## config.mk

```make
export PLATFORM = sky130hd
export DESIGN_NAME = thread_warp_partitioner
export DESIGN_NICKNAME = d
export VERILOG_FILES = /design/src/rtl/twp_pkg.sv /design/src/rtl/twp_shape_reg.sv /design/src/rtl/twp_warp_seq.sv /design/src/rtl/twp_coord_map.sv /design/src/rtl/thread_warp_partitioner.sv
export SDC_FILE = /design/constraint.sdc
export NUM_CORES = 2
export LEC_CHECK = 0
export ABC_AREA = 1
export BUFFER_PORTS_ARGS = -buffer_cell sky130_fd_sc_hd__buf_2
export CELL_PAD_IN_SITES_DETAIL_PLACEMENT = 0
export CELL_PAD_IN_SITES_GLOBAL_PLACEMENT = 1
export CORE_MARGIN = 3
export CORE_UTILIZATION = 45
export CTS_CLUSTER_SIZE = 10
export DETAILED_ROUTE_END_ITERATION = 10
export PLACE_DENSITY = 0.79
export SLEW_MARGIN = 20
export SYNTH_ARGS = -nofsm -noshare
export SYNTH_HDL_FRONTEND = slang
export SYNTH_SLANG_ARGS = --single-unit
```

## constraint.sdc

```tcl
create_clock -name clk -period 27 [get_ports clk]
set_input_delay 1.35 -clock clk [delete_from_list [all_inputs] [get_ports clk]]
set_output_delay 1.35 -clock clk [all_outputs]
set_load 0.03 [all_outputs]
```

## src/rtl/twp_pkg.sv

```systemverilog
package twp_pkg;
  localparam int unsigned LANES  = 32;
  localparam int unsigned LANE_W = $clog2(LANES);

  typedef enum logic [1:0] {ST_IDLE = 2'd0, ST_EMIT = 2'd1, ST_FIN = 2'd2} seq_state_e;

  // Mask with the lowest n bits set (n saturates at LANES).
  function automatic logic [LANES-1:0] low_lanes(input int unsigned n);
    logic [LANES-1:0] m;
    for (int i = 0; i < LANES; i++) m[i] = (i < n);
    return m;
  endfunction
endpackage

```

## src/rtl/twp_shape_reg.sv

```systemverilog
module twp_shape_reg
  import twp_pkg::*;
#(
  parameter int unsigned DIM_W = 11,
  localparam int unsigned TOT_W = 3 * DIM_W,
  localparam int unsigned WID_W = TOT_W - LANE_W
) (
  input  logic              clk,
  input  logic              rst_n,
  input  logic              load,
  input  logic [DIM_W-1:0]  dx,
  input  logic [DIM_W-1:0]  dy,
  input  logic [DIM_W-1:0]  dz,
  output logic              empty_now,
  output logic [DIM_W-1:0]  dx_q,
  output logic [DIM_W-1:0]  dy_q,
  output logic [DIM_W-1:0]  dz_q,
  output logic [WID_W-1:0]  nwarps_q,
  output logic [LANES-1:0]  tail_q
);
  logic [TOT_W-1:0] total;
  logic [TOT_W:0]   rounded;
  logic [LANE_W-1:0] rem;

  always_comb begin
    total   = TOT_W'(dx) * TOT_W'(dy) * TOT_W'(dz);
    rounded = {1'b0, total} + (TOT_W+1)'(LANES - 1);
    rem     = total[LANE_W-1:0];
  end

  assign empty_now = (dx == '0) || (dy == '0) || (dz == '0);

  always_ff @(posedge clk) begin
    if (!rst_n) begin
      dx_q     <= '0;
      dy_q     <= '0;
      dz_q     <= '0;
      nwarps_q <= '0;
      tail_q   <= '0;
    end else if (load) begin
      dx_q     <= dx;
      dy_q     <= dy;
      dz_q     <= dz;
      nwarps_q <= rounded[TOT_W-1:LANE_W];
      tail_q   <= (rem == '0) ? low_lanes(LANES) : low_lanes(int'(rem));
    end
  end
endmodule

```

## src/rtl/twp_warp_seq.sv

```systemverilog
module twp_warp_seq
  import twp_pkg::*;
#(
  parameter int unsigned WID_W = 28
) (
  input  logic              clk,
  input  logic              rst_n,
  input  logic              launch,
  input  logic              launch_empty,
  input  logic [WID_W-1:0]  nwarps,
  input  logic [LANES-1:0]  tail_mask,
  input  logic              ready,
  output logic              busy,
  output logic              valid,
  output logic [WID_W-1:0]  warp_id,
  output logic [LANES-1:0]  mask,
  output logic              done
);
  seq_state_e state;
  logic [WID_W-1:0] idx;
  logic is_last, fire, fire_last;
  logic [LANES-1:0] mask_inc;

  assign valid     = (state == ST_EMIT);
  assign busy      = (state != ST_IDLE);
  assign done      = (state == ST_FIN);
  assign is_last   = (idx == nwarps - 1'b1);
  assign fire      = valid && ready;
  assign fire_last = fire && is_last;
  assign warp_id   = idx;
  assign mask      = is_last ? tail_mask : low_lanes(LANES);
  assign mask_inc  = mask + 1'b1;

  always_ff @(posedge clk) begin
    if (!rst_n) begin
      state <= ST_IDLE;
      idx   <= '0;
    end else begin
      case (state)
        ST_IDLE: if (launch) begin
          idx   <= '0;
          state <= launch_empty ? ST_FIN : ST_EMIT;
        end
        ST_EMIT: if (fire) begin
          if (is_last) state <= ST_FIN;
          else idx <= idx + 1'b1;
        end
        default: state <= ST_IDLE;
      endcase
    end
  end

  // offered warp holds while stalled
  a_r2_hold: assert property (@(posedge clk) disable iff (!rst_n)
    valid && !ready |=> valid && $stable(warp_id) && $stable(mask));
  // indices climb by one
  a_r3_ascend: assert property (@(posedge clk) disable iff (!rst_n)
    fire && !fire_last |=> valid && (warp_id == $past(warp_id) + 1'b1));
  // mask is a nonzero run starting at lane 0
  a_r4_low_run: assert property (@(posedge clk) disable iff (!rst_n)
    valid |-> (mask != '0) && ((mask & mask_inc) == '0));
  // non-final warps are fully populated
  a_r5_full_body: assert property (@(posedge clk) disable iff (!rst_n)
    valid && !is_last |-> (&mask));
  // done is a single-cycle pulse following the final handshake
  a_r6_done_pulse: assert property (@(posedge clk) disable iff (!rst_n)
    done |=> !done);
  a_r6_done_after: assert property (@(posedge clk) disable iff (!rst_n)
    fire_last |=> done && !valid);
endmodule

```

## src/rtl/twp_coord_map.sv

```systemverilog
module twp_coord_map
  import twp_pkg::*;
#(
  parameter int unsigned DIM_W = 11,
  localparam int unsigned TOT_W = 3 * DIM_W,
  localparam int unsigned WID_W = TOT_W - LANE_W
) (
  input  logic [DIM_W-1:0]  dx,
  input  logic [DIM_W-1:0]  dy,
  input  logic [DIM_W-1:0]  cx,
  input  logic [DIM_W-1:0]  cy,
  input  logic [DIM_W-1:0]  cz,
  output logic [WID_W-1:0]  warp_id,
  output logic [LANE_W-1:0] lane
);
  function automatic logic [TOT_W-1:0] flatten(
    input logic [DIM_W-1:0] x, input logic [DIM_W-1:0] y, input logic [DIM_W-1:0] z,
    input logic [DIM_W-1:0] w, input logic [DIM_W-1:0] h);
    logic [TOT_W-1:0] plane;
    plane = TOT_W'(w) * TOT_W'(h);
    return TOT_W'(x) + TOT_W'(y) * TOT_W'(w) + TOT_W'(z) * plane;
  endfunction

  logic [TOT_W-1:0] lin;
  assign lin     = flatten(cx, cy, cz, dx, dy);
  assign warp_id = lin[TOT_W-1:LANE_W];
  assign lane    = lin[LANE_W-1:0];
endmodule

```

## src/rtl/thread_warp_partitioner.sv

```systemverilog
module thread_warp_partitioner
  import twp_pkg::*;
#(
  parameter int unsigned DIM_W = 11,
  localparam int unsigned TOT_W = 3 * DIM_W,
  localparam int unsigned WID_W = TOT_W - LANE_W
) (
  input  logic              clk,
  input  logic              rst_n,
  input  logic              start,
  input  logic [DIM_W-1:0]  dim_x,
  input  logic [DIM_W-1:0]  dim_y,
  input  logic [DIM_W-1:0]  dim_z,
  output logic              busy,
  output logic              out_valid,
  input  logic              out_ready,
  output logic [WID_W-1:0]  out_warp_id,
  output logic [31:0]       out_mask,
  output logic              done,
  input  logic [DIM_W-1:0]  q_x,
  input  logic [DIM_W-1:0]  q_y,
  input  logic [DIM_W-1:0]  q_z,
  output logic [WID_W-1:0]  q_warp_id,
  output logic [4:0]        q_lane
);
  logic launch, launch_empty;
  logic [DIM_W-1:0] dx_q, dy_q, dz_q;
  logic [WID_W-1:0] nwarps_q;
  logic [LANES-1:0] tail_q;

  assign launch = start && !busy;

  twp_shape_reg #(.DIM_W(DIM_W)) u_shape (
    .clk(clk), .rst_n(rst_n), .load(launch),
    .dx(dim_x), .dy(dim_y), .dz(dim_z), .empty_now(launch_empty),
    .dx_q(dx_q), .dy_q(dy_q), .dz_q(dz_q),
    .nwarps_q(nwarps_q), .tail_q(tail_q)
  );

  twp_warp_seq #(.WID_W(WID_W)) u_seq (
    .clk(clk), .rst_n(rst_n), .launch(launch), .launch_empty(launch_empty),
    .nwarps(nwarps_q), .tail_mask(tail_q), .ready(out_ready),
    .busy(busy), .valid(out_valid), .warp_id(out_warp_id),
    .mask(out_mask), .done(done)
  );

  twp_coord_map #(.DIM_W(DIM_W)) u_map (
    .dx(dx_q), .dy(dy_q), .cx(q_x), .cy(q_y), .cz(q_z),
    .warp_id(q_warp_id), .lane(q_lane)
  );

  // nothing offered or finished straight out of reset
  a_r1_quiet_reset: assert property (@(posedge clk)
    !rst_n |=> !out_valid && !done && !busy);
  // a busy block ignores start and keeps its shape
  a_r8_no_reload: assert property (@(posedge clk) disable iff (!rst_n)
    busy && start |=> $stable(dx_q) && $stable(dy_q) && $stable(dz_q));
  // empty shape never offers a warp
  a_r7_empty: assert property (@(posedge clk) disable iff (!rst_n)
    launch && launch_empty |=> done && !out_valid);
  // lookup lane stays within a warp (sanity on the map's split)
  a_r9_lane_bits: assert property (@(posedge clk) disable iff (!rst_n)
    (q_x == '0 && q_y == '0 && q_z == '0) |-> (q_warp_id == '0 && q_lane == '0));
endmodule

```

==> impl_metrics.csv <==
group,metric,value,unit
run_status,status,"finished, final reports clean",
synth,syn_area,36300,um^2
worst_hold_path,hold_class,"register to register",
run,drv_cap,0,
clock_tree,cts_buffers,9,
die,num_rows,103,
worst_setup_path,crit_start,"u_shape.dx_q[2]",
worst_setup_path,r2r-start,"u_seq.state[0]",
clock_tree,clockBufferDepth,2,
sta,rsz0062_at_grt,"false",
finish,nFillCells,8301,
die,die_h,290,um
finish,syn2layout_area_growth,5.44,%
sta,fmax,0.0799,GHz
sta,finalHoldViolCount,0,
finish,nets,6104,
clock_tree,post_cts_resized,0,
sta,slew_headroom,28.8,%
synth,synthesis.nets,6072,
worst_setup_path,cp_max_fo,23,
global_route,grt_pass1_vias,33100,
clock_tree,post-cts-setup-buffer-count,0,
routing,routed_wl,102000,um
place,port_buffers,165,
routing,drcViolationCount,0,
die,die_w,290,um
worst_setup_path,worstSetupEndpointType,"output pin",
sta,fin_ws,14.49,ns
synth,ys_types,61,
worst_setup_path,crit_slowest_cell,"dfxtp_1",
synth,avgSynthCellArea,7.20,um^2
clock_tree,hold_buffers,0,
finish,layout_commonest_cell,"inv_1",
synth,async_flop_share,0,%
worst_setup_path,arrival,11.16,ns
synth,synth-edff-count,0,
global_route,antenna_found_initial,1,
sta,hold-worst-slack,0.472,ns
synth,yosysWarnings,0,
routing,firstDrtPassIters,5,
place,dp_hpwl,86500,um
routing,drt-wirelength-per-cell,16.7,um
clock_tree,numClockSinks,112,
routing,drt_iter0_markers,1718,
routing,vias,31200,
sta,setup_viol,0,
synth,syn_inst,5041,
worst_setup_path,critPathKind,"register to output pin",
clock_tree,htree_num_levels,3,
synth,seq_area_frac_synth,6.18,%
die,die_area,84100,um^2
place,finalWeightedCongestion,0.908,
global_route,grt.total_usage,25.2,%
routing,drtAntennaViolNets,0,
sta,period_share,46.4,%
place,pre_cts_slack,14.99,ns
finish,layout_common_cells,"inv_1, nand2_1, fa_1",
sta,finalMaxSlewViolations,0,
synth,synth_flop_cell,"dfxtp_1",
worst_setup_path,critPathRequiredTime,25.65,ns
worst_setup_path,cp-start-kind,"register",
clock_tree,cts_tree,"yes",
die,io_pins,166,
sta,min_period,12.51,ns
global_route,overflow,0,
die,start_util,45.7,%
die,coreArea,79400,um^2
clock_tree,path_clk_slew,0.09,ns
sta,worstMarginPinSlew,1.07,ns
global_route,grt_max_degree,46,
global_route,grt_pass1_wl,173000,um
worst_setup_path,crit_top_cell,"fa_1",
sta,skew,0.0153,ns
routing,vias_per_cell,5.08,
synth,synth-seq-cells,112,
worst_setup_path,critPathMaxStageDelay,1.02,ns
worst_hold_path,hold_start,"u_shape.tail_q[31]",
clock_tree,root_buffer,"clkbuf_16",
clock_tree,insertion_delay,0.40,ns
finish,drive_gt1_share,6.03,%
sta,final.setup.tns,0,ns
-- kinds of logic after synthesis --
| logic type | share of synthesized area, % |
|---|---|
| fa+ha+maj | 46.2 |
| simple gates | 24.2 |
| flops | 6.18 |
| compound gates | 5.25 |
| buf+inv | 15.0 |
| xor+xnor | 3.15 |
-- synthesized netlist by cell type, drive strengths merged (7+ instances only) --
library cell  instances  share of area [%]
clkinv                8              0.097
nand4                48               0.89
clkbuf              141                1.5
xnor2                43                1.0
o21ai                70               0.98
buf                  20               0.36
a21oi               146                2.0
ha                  328                 11
fa                  633                 35
o32ai                 7               0.17
o21bai                8               0.17
a22o                 23               0.55
xor2                 85                2.1
nand2              1257                 13
o211ai               11               0.23
a31oi                 9               0.16
nand3b               12               0.25
nand3               239                3.4
nor3                 41               0.59
dfxtp               112                6.2
o221ai                7               0.17
nor4                 19               0.33
or2                  40               0.69
nor2                421                4.7
inv                1262                 13
-- critical path, delay by kind of cell (launching register included) --
family / cells / cell delay, ns
compound gates: 5 / 0.90
xor+xnor: 2 / 0.80
fa+ha+maj: 12 / 5.47
buf+inv: 8 / 0.79
flops: 1 / 1.02
simple gates: 10 / 1.77
-- state kept, by name, summed over array words and instances (netlist names) --
signal            cells
u_seq.state           2
u_seq.warp_id        28
u_shape.dx_q         11
u_shape.dy_q         11
u_shape.nwarps_q     28
u_shape.tail_q       32
-- final timing paths --
check             depth (start not counted)  slack [ns]                 end
hold / removal                            2        0.47  u_shape.tail_q[31]
setup reg to reg                         10       23.07  u_shape.tail_q[10]
setup / recovery                         37       14.49       q_warp_id[27]
hold reg to reg                           2        0.47  u_shape.tail_q[31]
-- per-layer routing --
metal / GRT usage, % / wire (um) / share of wire, %
met5: 0 / 0 / 0
met4: 8.40 / 3530 / 3.5
met3: 2.08 / 4110 / 4.0
met2: 44.4 / 50600 / 50
met1: 32.6 / 43900 / 43
-- layout make-up --
type,count,area [um^2],share of cell area [%]
Timing Repair Buffer,182,966,2.52
Sequential cell,112,2240,5.86
Multi-Input combinational cell,3498,28600,74.8
Tap cell,1050,1310,3.43
Antenna cell,2,5.00,0.0131
Inverter,1270,4770,12.5
Clock inverter,7,104,0.271
Clock buffer,9,225,0.588
-- through the flow --
| stage | cells | utilization, % | cell area, um^2 |
|---|---|---|---|
| finish | 6130 | 48.2 | 38300 |
| global route | 6129 | 48.2 | 38300 |
| CTS | 6127 | 48.2 | 38200 |
| detailed placement | 6111 | 47.8 | 37900 |
| global placement | 6111 | 47.8 | 37900 |
| floorplan | 5041 | - | 36300 |
Power is not shown: default switching activity piles up to over one toggle a cycle in this logic, so the estimate is an artifact.
